--- src/rtl/barrel_pkg.sv ---
`timescale 1ns/1ps
package barrel_pkg;
  localparam int PC_W  = 24;
  localparam int TID_W = 4;
  localparam int PSW_W = 4 + TID_W + PC_W;
  localparam int NTID  = 1 << TID_W;

  typedef struct packed {
    logic             valid;
    logic             user;
    logic             branched;
    logic             halt;
    logic [TID_W-1:0] tid;
    logic [PC_W-1:0]  pc;
  } psw_t;

  typedef struct packed {
    logic pend;   // offer taken, result still owed
    psw_t psw;
  } slot_t;
endpackage

--- src/rtl/barrel_kill_mark.sv ---
`timescale 1ns/1ps
module barrel_kill_mark
  import barrel_pkg::*;
(
  input  slot_t            in_slot,
  input  logic             kill_valid,
  input  logic [TID_W-1:0] kill_tid,
  output slot_t            out_slot
);
  always_comb begin
    out_slot = in_slot;
    if (kill_valid && in_slot.psw.valid && (in_slot.psw.tid == kill_tid))
      out_slot.psw.halt = 1'b1;
  end
endmodule

--- src/rtl/barrel_result_merge.sv ---
`timescale 1ns/1ps
module barrel_result_merge
  import barrel_pkg::*;
(
  input  slot_t           tail_slot,
  input  logic            result_valid,
  input  logic            result_taken,
  input  logic [PC_W-1:0] result_target,
  output slot_t           merged
);
  always_comb begin
    merged = tail_slot;
    if (tail_slot.pend) begin
      merged.pend = 1'b0;
      if (result_valid) begin
        merged.psw.pc       = result_taken ? result_target
                                           : tail_slot.psw.pc + PC_W'(1);
        merged.psw.branched = result_taken;
      end
    end
  end
endmodule

--- src/rtl/barrel_head_ctl.sv ---
`timescale 1ns/1ps
module barrel_head_ctl
  import barrel_pkg::*;
(
  input  slot_t            head_slot,
  input  logic             issue_ready,
  input  logic             spawn_valid,
  input  logic [TID_W-1:0] spawn_tid,
  input  logic [PC_W-1:0]  spawn_pc,
  input  logic             spawn_user,
  output logic             issue_valid,
  output psw_t             issue_word,
  output logic             spawn_ready,
  output slot_t            reenter_slot
);
  logic retire;
  logic fire;

  assign retire      = head_slot.psw.valid & head_slot.psw.halt;
  assign issue_valid = head_slot.psw.valid & ~head_slot.psw.halt;
  assign spawn_ready = ~head_slot.psw.valid | head_slot.psw.halt;
  assign fire        = issue_valid & issue_ready;
  assign issue_word  = head_slot.psw;

  always_comb begin
    reenter_slot = head_slot;
    if (spawn_valid && spawn_ready) begin
      reenter_slot              = '0;
      reenter_slot.psw.valid    = 1'b1;
      reenter_slot.psw.user     = spawn_user;
      reenter_slot.psw.tid      = spawn_tid;
      reenter_slot.psw.pc       = spawn_pc;
    end else if (retire) begin
      reenter_slot = '0;
    end else if (fire) begin
      reenter_slot.pend = 1'b1;
    end
  end
endmodule

--- src/rtl/barrel_sched.sv ---
`timescale 1ns/1ps
module barrel_sched
  import barrel_pkg::*;
#(
  parameter int DEPTH = 8
) (
  input  logic             clk,
  input  logic             rst_n,
  output logic             issue_valid,
  input  logic             issue_ready,
  output logic [PSW_W-1:0] issue_psw,
  input  logic             result_valid,
  input  logic [TID_W-1:0] result_tid,
  input  logic             result_taken,
  input  logic [PC_W-1:0]  result_target,
  input  logic             spawn_valid,
  output logic             spawn_ready,
  input  logic [TID_W-1:0] spawn_tid,
  input  logic [PC_W-1:0]  spawn_pc,
  input  logic             spawn_user,
  input  logic             kill_valid,
  input  logic [TID_W-1:0] kill_tid
);
  localparam int GAP_W = $clog2(DEPTH) + 1;

  slot_t ring   [DEPTH];
  slot_t nxt    [DEPTH];
  slot_t marked [DEPTH];
  slot_t merged;
  slot_t reenter;
  psw_t  issue_word;

  barrel_head_ctl u_head (
    .head_slot   (ring[0]),
    .issue_ready (issue_ready),
    .spawn_valid (spawn_valid),
    .spawn_tid   (spawn_tid),
    .spawn_pc    (spawn_pc),
    .spawn_user  (spawn_user),
    .issue_valid (issue_valid),
    .issue_word  (issue_word),
    .spawn_ready (spawn_ready),
    .reenter_slot(reenter)
  );

  // The word about to become head picks up its next PC here.
  barrel_result_merge u_merge (
    .tail_slot    (ring[1]),
    .result_valid (result_valid),
    .result_taken (result_taken),
    .result_target(result_target),
    .merged       (merged)
  );

  assign issue_psw = issue_word;

  for (genvar i = 0; i < DEPTH; i++) begin : g_stage
    if (i == DEPTH - 1) begin : g_tail
      assign nxt[i] = reenter;
    end else if (i == 0) begin : g_head
      assign nxt[i] = merged;
    end else begin : g_mid
      assign nxt[i] = ring[i+1];
    end

    barrel_kill_mark u_kill (
      .in_slot   (nxt[i]),
      .kill_valid(kill_valid),
      .kill_tid  (kill_tid),
      .out_slot  (marked[i])
    );

    always_ff @(posedge clk or negedge rst_n) begin
      if (!rst_n) ring[i] <= '0;
      else        ring[i] <= marked[i];
    end
  end

  // Results arrive only for the word owing one, and only for its thread.
  assert_result_aligned_R6: assert property (@(posedge clk) disable iff (!rst_n)
    result_valid |-> (ring[1].pend && ring[1].psw.valid && ring[1].psw.tid == result_tid));

  // A word reaching the head has settled its previous result.
  assert_head_settled_R7: assert property (@(posedge clk) disable iff (!rst_n)
    issue_valid |-> !ring[0].pend);

  // A refused offer goes round with no result owed.
  assert_refused_no_debt_R8: assert property (@(posedge clk) disable iff (!rst_n)
    (issue_valid && !issue_ready) |=> !ring[DEPTH-1].pend);

  // A halted head leaves an empty tail slot unless refilled.
  assert_retire_frees_R9: assert property (@(posedge clk) disable iff (!rst_n)
    (ring[0].psw.valid && ring[0].psw.halt && !spawn_valid) |=> !ring[DEPTH-1].psw.valid);

  // Spawn source holds its request until taken.
  assert_spawn_held_R2: assert property (@(posedge clk) disable iff (!rst_n)
    (spawn_valid && !spawn_ready) |=> spawn_valid);

  // Strict rotation: per-thread spacing between offers, counted, not unrolled.
  logic [GAP_W-1:0] gap_q [NTID];
  logic [NTID-1:0]  seen_q;

  for (genvar k = 0; k < NTID; k++) begin : g_gap
    always_ff @(posedge clk or negedge rst_n) begin
      if (!rst_n) begin
        gap_q[k]  <= '0;
        seen_q[k] <= 1'b0;
      end else if (issue_valid && issue_word.tid == TID_W'(k)) begin
        gap_q[k]  <= '0;
        seen_q[k] <= 1'b1;
      end else if (gap_q[k] < GAP_W'(DEPTH)) begin
        gap_q[k]  <= gap_q[k] + GAP_W'(1);
      end
    end

    assert_rotation_R4: assert property (@(posedge clk) disable iff (!rst_n)
      (issue_valid && issue_word.tid == TID_W'(k) && seen_q[k]) |-> (gap_q[k] >= GAP_W'(DEPTH - 1)));
  end
endmodule

--- config.mk ---
export PLATFORM = sky130hd
export DESIGN_NAME = barrel_sched
export DESIGN_NICKNAME = d
export VERILOG_FILES = /design/src/rtl/barrel_pkg.sv /design/src/rtl/barrel_kill_mark.sv /design/src/rtl/barrel_result_merge.sv /design/src/rtl/barrel_head_ctl.sv /design/src/rtl/barrel_sched.sv
export SDC_FILE = /design/constraint.sdc
export NUM_CORES = 1
export LEC_CHECK = 0
export ABC_AREA = 1
export BUFFER_PORTS_ARGS = -buffer_cell sky130_fd_sc_hd__buf_2
export CORE_MARGIN = 10
export CORE_UTILIZATION = 52
export CTS_BUF_LIST = sky130_fd_sc_hd__clkbuf_16
export DETAILED_ROUTE_END_ITERATION = 10
export GPL_TIMING_DRIVEN = 0
export PLACE_DENSITY = 0.84
export SYNTH_ARGS = -nofsm -noshare
export SYNTH_HDL_FRONTEND = slang
export SYNTH_SLANG_ARGS = --single-unit
--- constraint.sdc ---
create_clock -name clk -period 1.29 [get_ports clk]
set_input_delay 0.0645 -clock clk [delete_from_list [all_inputs] [get_ports clk]]
set_output_delay 0.0645 -clock clk [all_outputs]
set_load 0.01 [all_outputs]
==> impl_metrics.ini <==
[sta]
setup_tns_ns = -2.93
max_slew_margin = 0.583
setup_viol = 28
fin_skew_ns = 0.0142
hold_ws_ns = 0.0346
max_freq_mhz = 674
fin_crit_ns = 1.48
worst_slew_pin_slew_ns = 0.625
rsz0062_at_grt = true
finalCritPeriodShare = 1.15
fin_ws_ns = -0.195
drv_slew = 0
hold_viol_final = 0

[floorplanning]
initial_core_util = 0.528
fp-row-count = 48
core_sq_um = 17200
ioPinCount = 102
die_w_microns = 152
die_h_microns = 152
die_area_sq_um = 23200

[global_routing]
grt_max_degree = 98
antenna_found_initial = 1
grt_pass1_vias = 6851
grt_pass1_wl_microns = 36200
grt.overflow.total = 0
grt_use_total = 0.194

[cts]
h-tree-depth = 1
cts.sinks = 263
root_buffer = clkbuf_16
cts_tree = done
clock_path_buffers = 3
insertion_delay_ns = 0.52
clkSlewWorstSetupHoldPaths_ns = 0.06
numCtsBuffers = 25

[layout]
drive_above_1_share = 0.309
finalNonFillerCells = 1254
area_growth_pct = 31.5
final_area_sq_um = 12000
fin_util = 0.694
nNetsFinal = 1082

[place]
dp_hpwl_microns = 13800
placed_area_sq_um = 9940
portBuffers = 93
globalplace.congestion = 0.910
dp_slack_ns = -0.436
dp.cells = 1114

[setup_path]
cp.required_ns = 1.69
crit_type = flip-flop to flip-flop
cp.depth = 9
endpoint_kind = flip-flop
cp_top_family = simple AND/OR/NAND/NOR gates
cp_slowest_cell = dfrtp_2
cp.arrival_ns = 1.89
r2r_cells = 9
crit_path_start_kind = flip-flop
cp_num_buf_inv = 2
crit_path_max_incr_delay_ns = 0.42
crit_fanout = 4
path_cells = ha_4 > nand3_4 > nor2_4 > buf_4 > nand3_2 > o21ai_1 > nand2_1 > o21ai_2 > inv_1

[pwr]
power.density_nw_per_um2 = 2230
vdd_ir_drop_max_v = 0.00153
p_leak_nw = 6.01
power_mw = 26.7

[worst_hold_path]
min_path_type = primary input to flip-flop
whs_path_depth = 4

[logic_synthesis]
ys_async_sr_fraction = 1.00
ys_seq_area_frac = 0.724
syn_area_sq_um = 9090
synth_seq_cells = 263
ys.flop_type = dfrtp_1
ys_warn_count = 0
synthCells = 794
synth_fp_nets = 863
synth_edf_count = 0
synth.distinct_cells = 36
syn_avg_cell_area_sq_um = 11.5

[routing]
vias = 6573
drtIter0Drc = 650
drc = 0
viasPerCell = 5.24
final_antenna_net_count = 0
post_drt_wl_per_cell_microns = 18.7
firstDrtPassIters = 5
wirelength_microns = 23400

[run_status]
failed_checks = setup timing
status = finished with violations

[run]
max-cap-violations = 0
[worst reg2reg max path: stages, from the launching register on]
cell     delay (ns)
dfrtp_2        0.42
ha_4           0.16
nand3_4        0.08
nor2_4         0.20
buf_4          0.15
nand3_2        0.07
o21ai_1        0.09
nand2_1        0.08
o21ai_2        0.06
inv_1          0.06
[flip-flops by register name (all words and copies together), names as in the netlist]
signal,count
nxt,198
ring,65
[timing repair]
item / in CTS / in global routing
setup endpoints to repair: 55 / 54
resized for setup: 97 / 49
hold buffers: 59 / 0
buffers inserted: 28 / 11
gates cloned: 0 / 0
pin swaps: 28 / 28
endpoints found under the hold margin: 136 / 0
[cells in the mapped netlist (7+ instances only)]
master / n / area share
o21ai_0: 17 / 0.0094
buf_2: 15 / 0.0083
xnor2_1: 7 / 0.0067
nand2_2: 10 / 0.0069
inv_1: 48 / 0.020
dfrtp_1: 263 / 0.72
a21oi_1: 19 / 0.010
buf_4: 33 / 0.027
nand2_1: 195 / 0.080
nor2_1: 59 / 0.024
nand3_1: 65 / 0.036
[cell usage in the layout, fill, tap and decap left out, types with 2 or more instances in the layout]
| cell type | n |
|---|---|
| a21oi_2 | 2 |
| o21ai_1 | 15 |
| buf_4 | 65 |
| clkbuf_1 | 4 |
| o22ai_2 | 2 |
| buf_6 | 17 |
| inv_1 | 44 |
| o22ai_1 | 4 |
| nand4_1 | 3 |
| o21bai_1 | 4 |
| buf_2 | 95 |
| inv_2 | 7 |
| dlygate4sd3_1 | 59 |
| buf_8 | 3 |
| nor4_1 | 2 |
| buf_16 | 2 |
| nand3_2 | 6 |
| nor2_1 | 43 |
| clkinv_2 | 4 |
| dfrtp_2 | 17 |
| nand2_4 | 8 |
| nor2_4 | 13 |
| dfrtp_1 | 246 |
| nand2_1 | 172 |
| xnor2_1 | 7 |
| a22o_1 | 2 |
| xor2_1 | 6 |
| nand3_1 | 58 |
| nand2_2 | 25 |
| clkbuf_16 | 25 |
| nand3b_1 | 4 |
| a21oi_1 | 17 |
| clkinv_1 | 8 |
| o21ai_0 | 5 |
| nor2_2 | 11 |
| o21ai_2 | 4 |
[final timing paths]
kind                             start        end  slack, ns
setup / recovery             ring[198]  ring[237]      -0.19
hold reg to reg               nxt[202]  ring[202]       0.33
setup reg to reg             ring[198]  ring[237]      -0.19
hold / removal             kill_tid[1]   nxt[160]       0.03
max in group asynchronous        rst_n  ring[200]       0.28
min in group asynchronous        rst_n   nxt[210]       0.11
[metal layers]
| metal | GRT usage | part of all wire | up-vias |
|---|---|---|---|
| met3 | 0.0330 | 0.062 | 108 |
| met1 | 0.239 | 0.39 | 3205 |
| met2 | 0.333 | 0.50 | 346 |
| li1 | - | - | 2914 |
| met4 | 0.0789 | 0.049 | 0 |
| met5 | 0 | 0 | - |
[power breakdown]
| group | switching (mW) | internal [mW] |
|---|---|---|
| logic | 3.35 | 2.87 |
| registers | 2.02 | 11.8 |
| clock network | 2.95 | 3.69 |
| total | 8.32 | 18.3 |
[final cells by class]
cell class / count / area (sq um)
Buffer: 56 / 433
Antenna cell: 1 / 2.50
Timing Repair Buffer: 193 / 1470
Multi-Input combinational cell: 424 / 2240
Inverter: 50 / 195
Sequential cell: 263 / 6600
Fill cell: 1087 / 5280
Tap cell: 225 / 282
Clock inverter: 17 / 100
Clock buffer: 25 / 626
[logic make-up (layout without fill, tap and decap cells)]
kind of cell	count (synthesis)	in the layout	synth area share
simple gates	350	350	0.163
fa+ha+maj	1	1	0.00138
other cells	0	1	0
buf+inv	107	341	0.0610
xor+xnor	13	13	0.0125
flops	263	263	0.724
compound gates	60	60	0.0380
Power figures use the tool's default switching activity.
